<file path="src/rtl/pin_irq_pkg.sv">
package pin_irq_pkg;
  typedef enum logic [2:0] {
    SEL_ENABLE  = 3'd0,
    SEL_MODE    = 3'd1,
    SEL_DEFAULT = 3'd2,
    SEL_CONFIG  = 3'd3,
    SEL_FLAG    = 3'd4
  } reg_sel_e;

  localparam int unsigned CFG_OD_BIT = 0;
endpackage

</file>
<file path="src/rtl/pin_irq_cfg.sv">
module pin_irq_cfg
  import pin_irq_pkg::*;
#(
  parameter int unsigned WIDTH  = 8,
  parameter int unsigned ADDR_W = 3
) (
  input  logic              clk_i,
  input  logic              rst_ni,
  input  logic              wr_en_i,
  input  logic [ADDR_W-1:0] wr_addr_i,
  input  logic [WIDTH-1:0]  wr_data_i,
  output logic [WIDTH-1:0]  en_o,
  output logic [WIDTH-1:0]  mode_o,
  output logic [WIDTH-1:0]  def_o,
  output logic              od_o
);
  logic [WIDTH-1:0] en_q, mode_q, def_q;
  logic             od_q;
  reg_sel_e         sel;

  assign sel = reg_sel_e'(wr_addr_i);

  always_ff @(posedge clk_i or negedge rst_ni) begin
    if (!rst_ni) begin
      en_q   <= '0;
      mode_q <= '0;
      def_q  <= '0;
      od_q   <= 1'b0;
    end else if (wr_en_i) begin
      unique case (sel)
        SEL_ENABLE:  en_q   <= wr_data_i;
        SEL_MODE:    mode_q <= wr_data_i;
        SEL_DEFAULT: def_q  <= wr_data_i;
        SEL_CONFIG:  od_q   <= wr_data_i[CFG_OD_BIT];
        default:     ;  // flag register is read-only, other addresses unused
      endcase
    end
  end

  assign en_o   = en_q;
  assign mode_o = mode_q;
  assign def_o  = def_q;
  assign od_o   = od_q;

  AST_CFG_IDLE_STABLE: assert property (@(posedge clk_i) disable iff (!rst_ni)
    !wr_en_i |=> $stable(en_q) && $stable(mode_q) && $stable(def_q) && $stable(od_q));
endmodule

</file>
<file path="src/rtl/pin_irq_detect.sv">
module pin_irq_detect #(
  parameter int unsigned WIDTH = 8
) (
  input  logic             clk_i,
  input  logic             rst_ni,
  input  logic [WIDTH-1:0] port_i,
  input  logic [WIDTH-1:0] en_i,
  input  logic [WIDTH-1:0] mode_i,
  input  logic [WIDTH-1:0] def_i,
  input  logic             hold_i,
  output logic [WIDTH-1:0] hit_o
);
  logic [WIDTH-1:0] ref_q;
  logic [WIDTH-1:0] diff;

  // Reference follows the port except while an interrupt is pending
  always_ff @(posedge clk_i or negedge rst_ni) begin
    if (!rst_ni)      ref_q <= '0;
    else if (!hold_i) ref_q <= port_i;
  end

  for (genvar g = 0; g < WIDTH; g++) begin : g_pin
    assign diff[g]  = mode_i[g] ? (port_i[g] ^ def_i[g]) : (port_i[g] ^ ref_q[g]);
    assign hit_o[g] = en_i[g] & diff[g];
  end

  AST_REF_FROZEN: assert property (@(posedge clk_i) disable iff (!rst_ni)
    hold_i |=> $stable(ref_q));
  AST_MASKED_SILENT: assert property (@(posedge clk_i) disable iff (!rst_ni)
    (hit_o & ~en_i) == '0);
endmodule

</file>
<file path="src/rtl/pin_irq_capture.sv">
module pin_irq_capture #(
  parameter int unsigned WIDTH = 8
) (
  input  logic             clk_i,
  input  logic             rst_ni,
  input  logic [WIDTH-1:0] port_i,
  input  logic [WIDTH-1:0] hit_i,
  input  logic             clr_i,
  output logic             pend_o,
  output logic [WIDTH-1:0] flag_o,
  output logic [WIDTH-1:0] cap_o
);
  logic             pend_q;
  logic [WIDTH-1:0] flag_q, cap_q;

  always_ff @(posedge clk_i or negedge rst_ni) begin
    if (!rst_ni) begin
      pend_q <= 1'b0;
      flag_q <= '0;
      cap_q  <= '0;
    end else if (pend_q) begin
      if (clr_i) begin
        pend_q <= 1'b0;
        flag_q <= '0;
      end
    end else if (|hit_i) begin
      pend_q <= 1'b1;
      flag_q <= hit_i;
      cap_q  <= port_i;
    end
  end

  assign pend_o = pend_q;
  assign flag_o = flag_q;
  assign cap_o  = cap_q;

  AST_RAISE: assert property (@(posedge clk_i) disable iff (!rst_ni)
    !pend_q && (hit_i != '0) |=> pend_q && (flag_q == $past(hit_i)));
  AST_PEND_HAS_FLAG: assert property (@(posedge clk_i) disable iff (!rst_ni)
    pend_q |-> flag_q != '0);
  AST_CAP_HOLD: assert property (@(posedge clk_i) disable iff (!rst_ni)
    pend_q |=> $stable(cap_q));
  AST_FLAG_HOLD: assert property (@(posedge clk_i) disable iff (!rst_ni)
    pend_q && !clr_i |=> pend_q && $stable(flag_q));
  AST_CLEAR: assert property (@(posedge clk_i) disable iff (!rst_ni)
    pend_q && clr_i |=> !pend_q && (flag_q == '0));
endmodule

</file>
<file path="src/rtl/pin_irq_drive.sv">
module pin_irq_drive (
  input  logic pend_i,
  input  logic od_i,
  output logic irq_o,
  output logic irq_oe_o
);
  always_comb begin
    if (od_i) begin
      irq_o    = 1'b0;
      irq_oe_o = pend_i;
    end else begin
      irq_o    = ~pend_i;
      irq_oe_o = 1'b1;
    end
  end
endmodule

</file>
<file path="src/rtl/pin_irq_ctrl.sv">
module pin_irq_ctrl
  import pin_irq_pkg::*;
#(
  parameter int unsigned WIDTH  = 8,
  parameter int unsigned ADDR_W = 3
) (
  input  logic              clk_i,
  input  logic              rst_ni,
  input  logic [WIDTH-1:0]  port_i,
  input  logic              wr_en_i,
  input  logic [ADDR_W-1:0] wr_addr_i,
  input  logic [WIDTH-1:0]  wr_data_i,
  input  logic              rd_cap_i,
  input  logic              rd_port_i,
  output logic [WIDTH-1:0]  flag_o,
  output logic [WIDTH-1:0]  cap_o,
  output logic              irq_o,
  output logic              irq_oe_o
);
  logic [WIDTH-1:0] en, mode, dflt, hit;
  logic             od, pend, clr;

  assign clr = rd_cap_i | rd_port_i;

  pin_irq_cfg #(.WIDTH(WIDTH), .ADDR_W(ADDR_W)) i_cfg (
    .clk_i, .rst_ni, .wr_en_i, .wr_addr_i, .wr_data_i,
    .en_o(en), .mode_o(mode), .def_o(dflt), .od_o(od)
  );

  pin_irq_detect #(.WIDTH(WIDTH)) i_detect (
    .clk_i, .rst_ni, .port_i, .en_i(en), .mode_i(mode), .def_i(dflt),
    .hold_i(pend), .hit_o(hit)
  );

  pin_irq_capture #(.WIDTH(WIDTH)) i_capture (
    .clk_i, .rst_ni, .port_i, .hit_i(hit), .clr_i(clr),
    .pend_o(pend), .flag_o, .cap_o
  );

  pin_irq_drive i_drive (
    .pend_i(pend), .od_i(od), .irq_o, .irq_oe_o
  );

  AST_OD_NEVER_HIGH: assert property (@(posedge clk_i) disable iff (!rst_ni)
    od |-> !irq_o && (irq_oe_o == pend));
  AST_PP_ALWAYS_ON: assert property (@(posedge clk_i) disable iff (!rst_ni)
    !od |-> irq_oe_o && (irq_o == !pend));
  AST_DEFAULT_REFIRE: assert property (@(posedge clk_i) disable iff (!rst_ni)
    !pend && ((en & mode & (port_i ^ dflt)) != '0) |=> pend);
endmodule

</file>
<file path="config.mk">
export PLATFORM = sky130hd
export DESIGN_NAME = pin_irq_ctrl
export DESIGN_NICKNAME = d
export VERILOG_FILES = /design/src/rtl/pin_irq_pkg.sv /design/src/rtl/pin_irq_cfg.sv /design/src/rtl/pin_irq_detect.sv /design/src/rtl/pin_irq_capture.sv /design/src/rtl/pin_irq_drive.sv /design/src/rtl/pin_irq_ctrl.sv
export SDC_FILE = /design/constraint.sdc
export NUM_CORES = 1
export LEC_CHECK = 0
export ABC_AREA = 1
export BUFFER_PORTS_ARGS = -buffer_cell sky130_fd_sc_hd__clkbuf_2
export CORE_MARGIN = 3
export CORE_UTILIZATION = 37
export CTS_BUF_LIST = sky130_fd_sc_hd__clkbuf_8
export DETAILED_ROUTE_END_ITERATION = 12
export PLACE_DENSITY = 0.64
export SYNTH_ARGS = -nofsm -noshare
export SYNTH_HDL_FRONTEND = slang
export SYNTH_HIERARCHICAL = 1
export SYNTH_SLANG_ARGS = --single-unit
</file>
<file path="constraint.sdc">
create_clock -name clk_i -period 4.4 [get_ports clk_i]
set_input_delay 0.22 -clock clk_i [delete_from_list [all_inputs] [get_ports clk_i]]
set_output_delay 0.22 -clock clk_i [all_outputs]
set_load 0.1 [all_outputs]
</file>
==> results by group <==
Synthesis
  • Primary flip-flop cell chosen by synthesis mapping: sky130_fd_sc_hd__dfrtp_1
  • Register area share after synthesis: approximately 54%
  • Post-synth cell types: 16
  • Cell taking the most area after synthesis: sky130_fd_sc_hd__dfrtp_1
  • Async set or reset register ratio after synthesis: 100%
  • Syn Std Cell Area: about 2300 um2
  • Simple-gate portion of the synthesized area: between 30% and 40%
  • Cell types with the highest counts after synthesis: 112 x sky130_fd_sc_hd__nand2_1, 50 x sky130_fd_sc_hd__dfrtp_1, 41 x sky130_fd_sc_hd__nand3_1
  • Warnings from Yosys: 6
  • Top area cells in the synthesized netlist: sky130_fd_sc_hd__dfrtp_1 54%, sky130_fd_sc_hd__nand2_1 18%, sky130_fd_sc_hd__nand3_1 8.8%, sky130_fd_sc_hd__inv_1 5.0%, sky130_fd_sc_hd__o21ai_0 3.7%
  • XOR/XNOR Fraction of Synth Area: 0%
  • Mapped Nets: 312
  • Top cell type's share of synthesized area: between 50% and 60%
  • Synthesized area per cell: around 8 um2
  • Main combinational cell family by area after synthesis: simple AND/OR/NAND/NOR gates
  • EDFF count, synth: 0
  • Post-synthesis compound-gate area fraction: 6.09%
  • Count of state elements after synthesis: 50
  • Gate Count Post-Synth: 288
  • Mux contribution to synthesized area: 0%
  • Adder-cell share of the synthesized area: 0%
  • Most instantiated library cell after synthesis: sky130_fd_sc_hd__nand2_1

Final layout
  • Share of final-layout standard cells stronger than drive strength 1: a little under a fifth
  • Finished layout cell area: ~2700 um2
  • Area growth syn-to-layout: 15.7%
  • Utilization of the core after routing: about 45%
  • Final std cells w/o fill: just over 400
  • Count of nets after finishing: about 360
  • Ant diodes: 0

Worst setup path
  • Setup CP Type: register to primary output
  • Worst R2R End: i_capture/pend_o$_DFF_PN0_
  • Data arrival time of the worst path: 1.69 ns
  • Crit path launch type: register
  • Capture point of the worst path: irq_oe_o
  • Critical register-to-register path startpoint: i_cfg/mode_o[4]$_DFFE_PN0P_
  • Worst EP required: ~4.2 ns
  • R2r setup slk: 2.69 ns
  • Category of the worst setup path capture point: primary output
  • Crit Path Max Fanout: 20
  • Path depth of the worst reg2reg path: 8
  • Start point of the critical path: i_capture/pend_o$_DFF_PN0_

Global route
  • Global route overflow: 0
  • All-Layer GR Usage: 14.6%
  • Initial antenna violation count: 0
  • Number of global-route vias before repair: 1772
  • Pin count of the biggest net entering global routing: 51
  • Wire length of the first global-routing pass: around 8.4 mm

Drt
  • Average via count per standard cell: about 4.5
  • ANT nets after route: 0
  • Final routed wirelength across all metal layers: roughly 4.8 mm
  • WL per Instance: 11.8 um
  • Total vias in the final route: 1838
  • Post-route DRC violation count: 0
  • Starting DRC count in detailed routing: just under 60
  • Router iterations before antenna repair: 4

STA
  • Minimum period implied by the final worst setup slack: about 1.9 ns
  • Timing-limited maximum frequency: about 520 MHz
  • Worst-case clock skew: between 0.004 and 0.005 ns
  • Setup violators final: 0
  • Worst hold margin: -0.000227 ns
  • Final clock period utilization by the worst path: about 43%
  • Max Transition Viols Final: 0
  • Sum Neg Setup Slack: 0 ns
  • Transition time of the tightest slew-check pin: 0.660 ns
  • Final hold vios: 1
  • Relative slew margins: roughly 56%
  • Unrepaired setup endpoints after global routing: no

Placement
  • Placed wire-length estimate after detailed placement: 3.46 mm
  • Cell count after placement: 400
  • Placement-stage cell area: about 2600 um2
  • RePlAce Congestion: slightly above 0.8
  • Port bufs: roughly 40

Clock network
  • Buffers inserted by post-CTS timing repair: 0
  • TritonCTS clock tree: built
  • Clk slew on worst S/H paths: roughly 0.090 ns
  • Total clock sinks: 50
  • Number of levels the H-tree was split into: 2
  • Clock buffers created by TritonCTS: 5
  • Post-CTS resize count: 0
  • Cell at the root of the clock tree: sky130_fd_sc_hd__clkbuf_8
  • Number of hold buffers added after cts: 0
  • CTS max path bufs: 2
  • Source-to-sink clock delay at the later pin of the worst-skew pair: ~0.3 ns

Floorplanning
  • Total Die Area: roughly 7300 um2
  • Y dimension of the die: roughly 85 um
  • Die W: roughly 85 um
  • Top Ports: between 40 and 50
  • Core Box Area: roughly 6000 um2
  • Row count: 28
  • Initial core utilization: 38.8%

Pwr
  • PD cells: 754 nW/um2
  • Pleak: roughly 0.0015 uW
  • Fraction of power consumed by combinational cells: 48.5%
  • Clock power frac: between 10% and 20%
  • Switching power of the nets: 1080 uW
  • IR drop worst, VDD: about 0.43 mV
  • Sequential Power Share: between 30% and 40%
  • Switching portion of total power: approximately 53%
  • Power consumption: roughly 2000 uW
  • Internal cell power: between 900 and 1000 uW

Status
  • Run status: finished with violations
  • Failing checks: negative hold slack

Hold path
  • Worst hold path class: primary input to asynchronous set/reset pin

Flow run
  • MaxCap Viol Count: 0
-- layout make-up --
| class | instances | area [um2] |
|---|---|---|
| fillers | 618 | 3300 |
| flip-flops and latches | 50 | 1250 |
| multi-input cells | 200 | 896 |
| repair buffers | 43 | 220 |
| inverters | 32 | 120 |
| well taps | 75 | 93.8 |
| clock buffers | 5 | 68.8 |
| clock inverters | 3 | 37.5 |
-- power by group through the flow --
| stage | combinational [uW] | clock [uW] | sequential (uW) |
|---|---|---|---|
| after detailed placement | 994 | 0 | 738 |
| after CTS | 993 | 325 | 731 |
| after global routing | 1060 | 344 | 756 |
| after global placement | 979 | 0 | 736 |
| final | 983 | 314 | 729 |
| after floorplan | 362 | 0 | 1210 |
-- kinds of logic (layout without fill, tap and decap cells) --
family / after synthesis / count (layout)
AND/OR/NAND/NOR: 174 / 174
flip-flops: 50 / 50
buffers and inverters: 38 / 83
AO/OA/AOI/OAI: 26 / 26
-- sequential cells by signal, indices dropped and copies added, names as in the netlist --
name,cells
i_capture/cap_o,8
i_capture/flag_o,8
i_capture/pend_o,1
i_cfg/def_o,8
i_cfg/en_o,8
i_cfg/mode_o,8
i_cfg/od_o,1
i_detect/ref_q,8
-- layout by cell type (no fill, tap or decap), types with 2 or more instances in the layout --
cell type	count
sky130_fd_sc_hd__nand2_1	112
sky130_fd_sc_hd__dfrtp_1	50
sky130_fd_sc_hd__nand3_1	41
sky130_fd_sc_hd__clkbuf_2	41
sky130_fd_sc_hd__inv_1	33
sky130_fd_sc_hd__o21ai_0	17
sky130_fd_sc_hd__nor2_1	11
sky130_fd_sc_hd__a21oi_1	8
sky130_fd_sc_hd__clkbuf_8	5
sky130_fd_sc_hd__nor2_2	4
sky130_fd_sc_hd__nand2_4	3
sky130_fd_sc_hd__nor2_4	2
sky130_fd_sc_hd__buf_4	2
-- critical path: stages, from the launching register on --
cell and delay [ns]:
sky130_fd_sc_hd__dfrtp_1 0.77, sky130_fd_sc_hd__inv_1 0.09, sky130_fd_sc_hd__nand2_1 0.07, sky130_fd_sc_hd__clkbuf_2 0.45
-- routing by layer --
layer	wire, um	track usage [%]	vias up
met5	0	0	-
li1	-	-	986
met4	57	4.75	0
met1	2410	21.1	802
met2	2140	21.5	45
met3	223	3.69	5
-- per-stage QoR --
stage                     hold slack [ns]  setup slack (ns)
after floorplan                   -0.0756              2.43
after global placement              0.365              2.75
after detailed placement            0.372              2.69
after CTS                          0.0328              2.46
after global routing               0.0525              2.35
final                           -0.000227              2.49
-- worst min-delay path by stage --
stage	start	depth (start not counted)	end	slack (ns)
2_1_floorplan	rst_ni	0	i_capture/cap_o[0]$_DFFE_PN0P_	-0.08
3_3_place_gp	rst_ni	2	i_detect/ref_q[0]$_DFFE_PN0N_	0.37
3_5_place_dp	rst_ni	2	i_detect/ref_q[0]$_DFFE_PN0N_	0.37
4_1_cts	rst_ni	2	i_detect/ref_q[0]$_DFFE_PN0N_	0.03
5_1_grt	rst_ni	2	i_detect/ref_q[0]$_DFFE_PN0N_	0.05
6_report	rst_ni	2	i_detect/ref_q[0]$_DFFE_PN0N_	-0.0002
No activity file was read; power rests on OpenSTA's default activity.
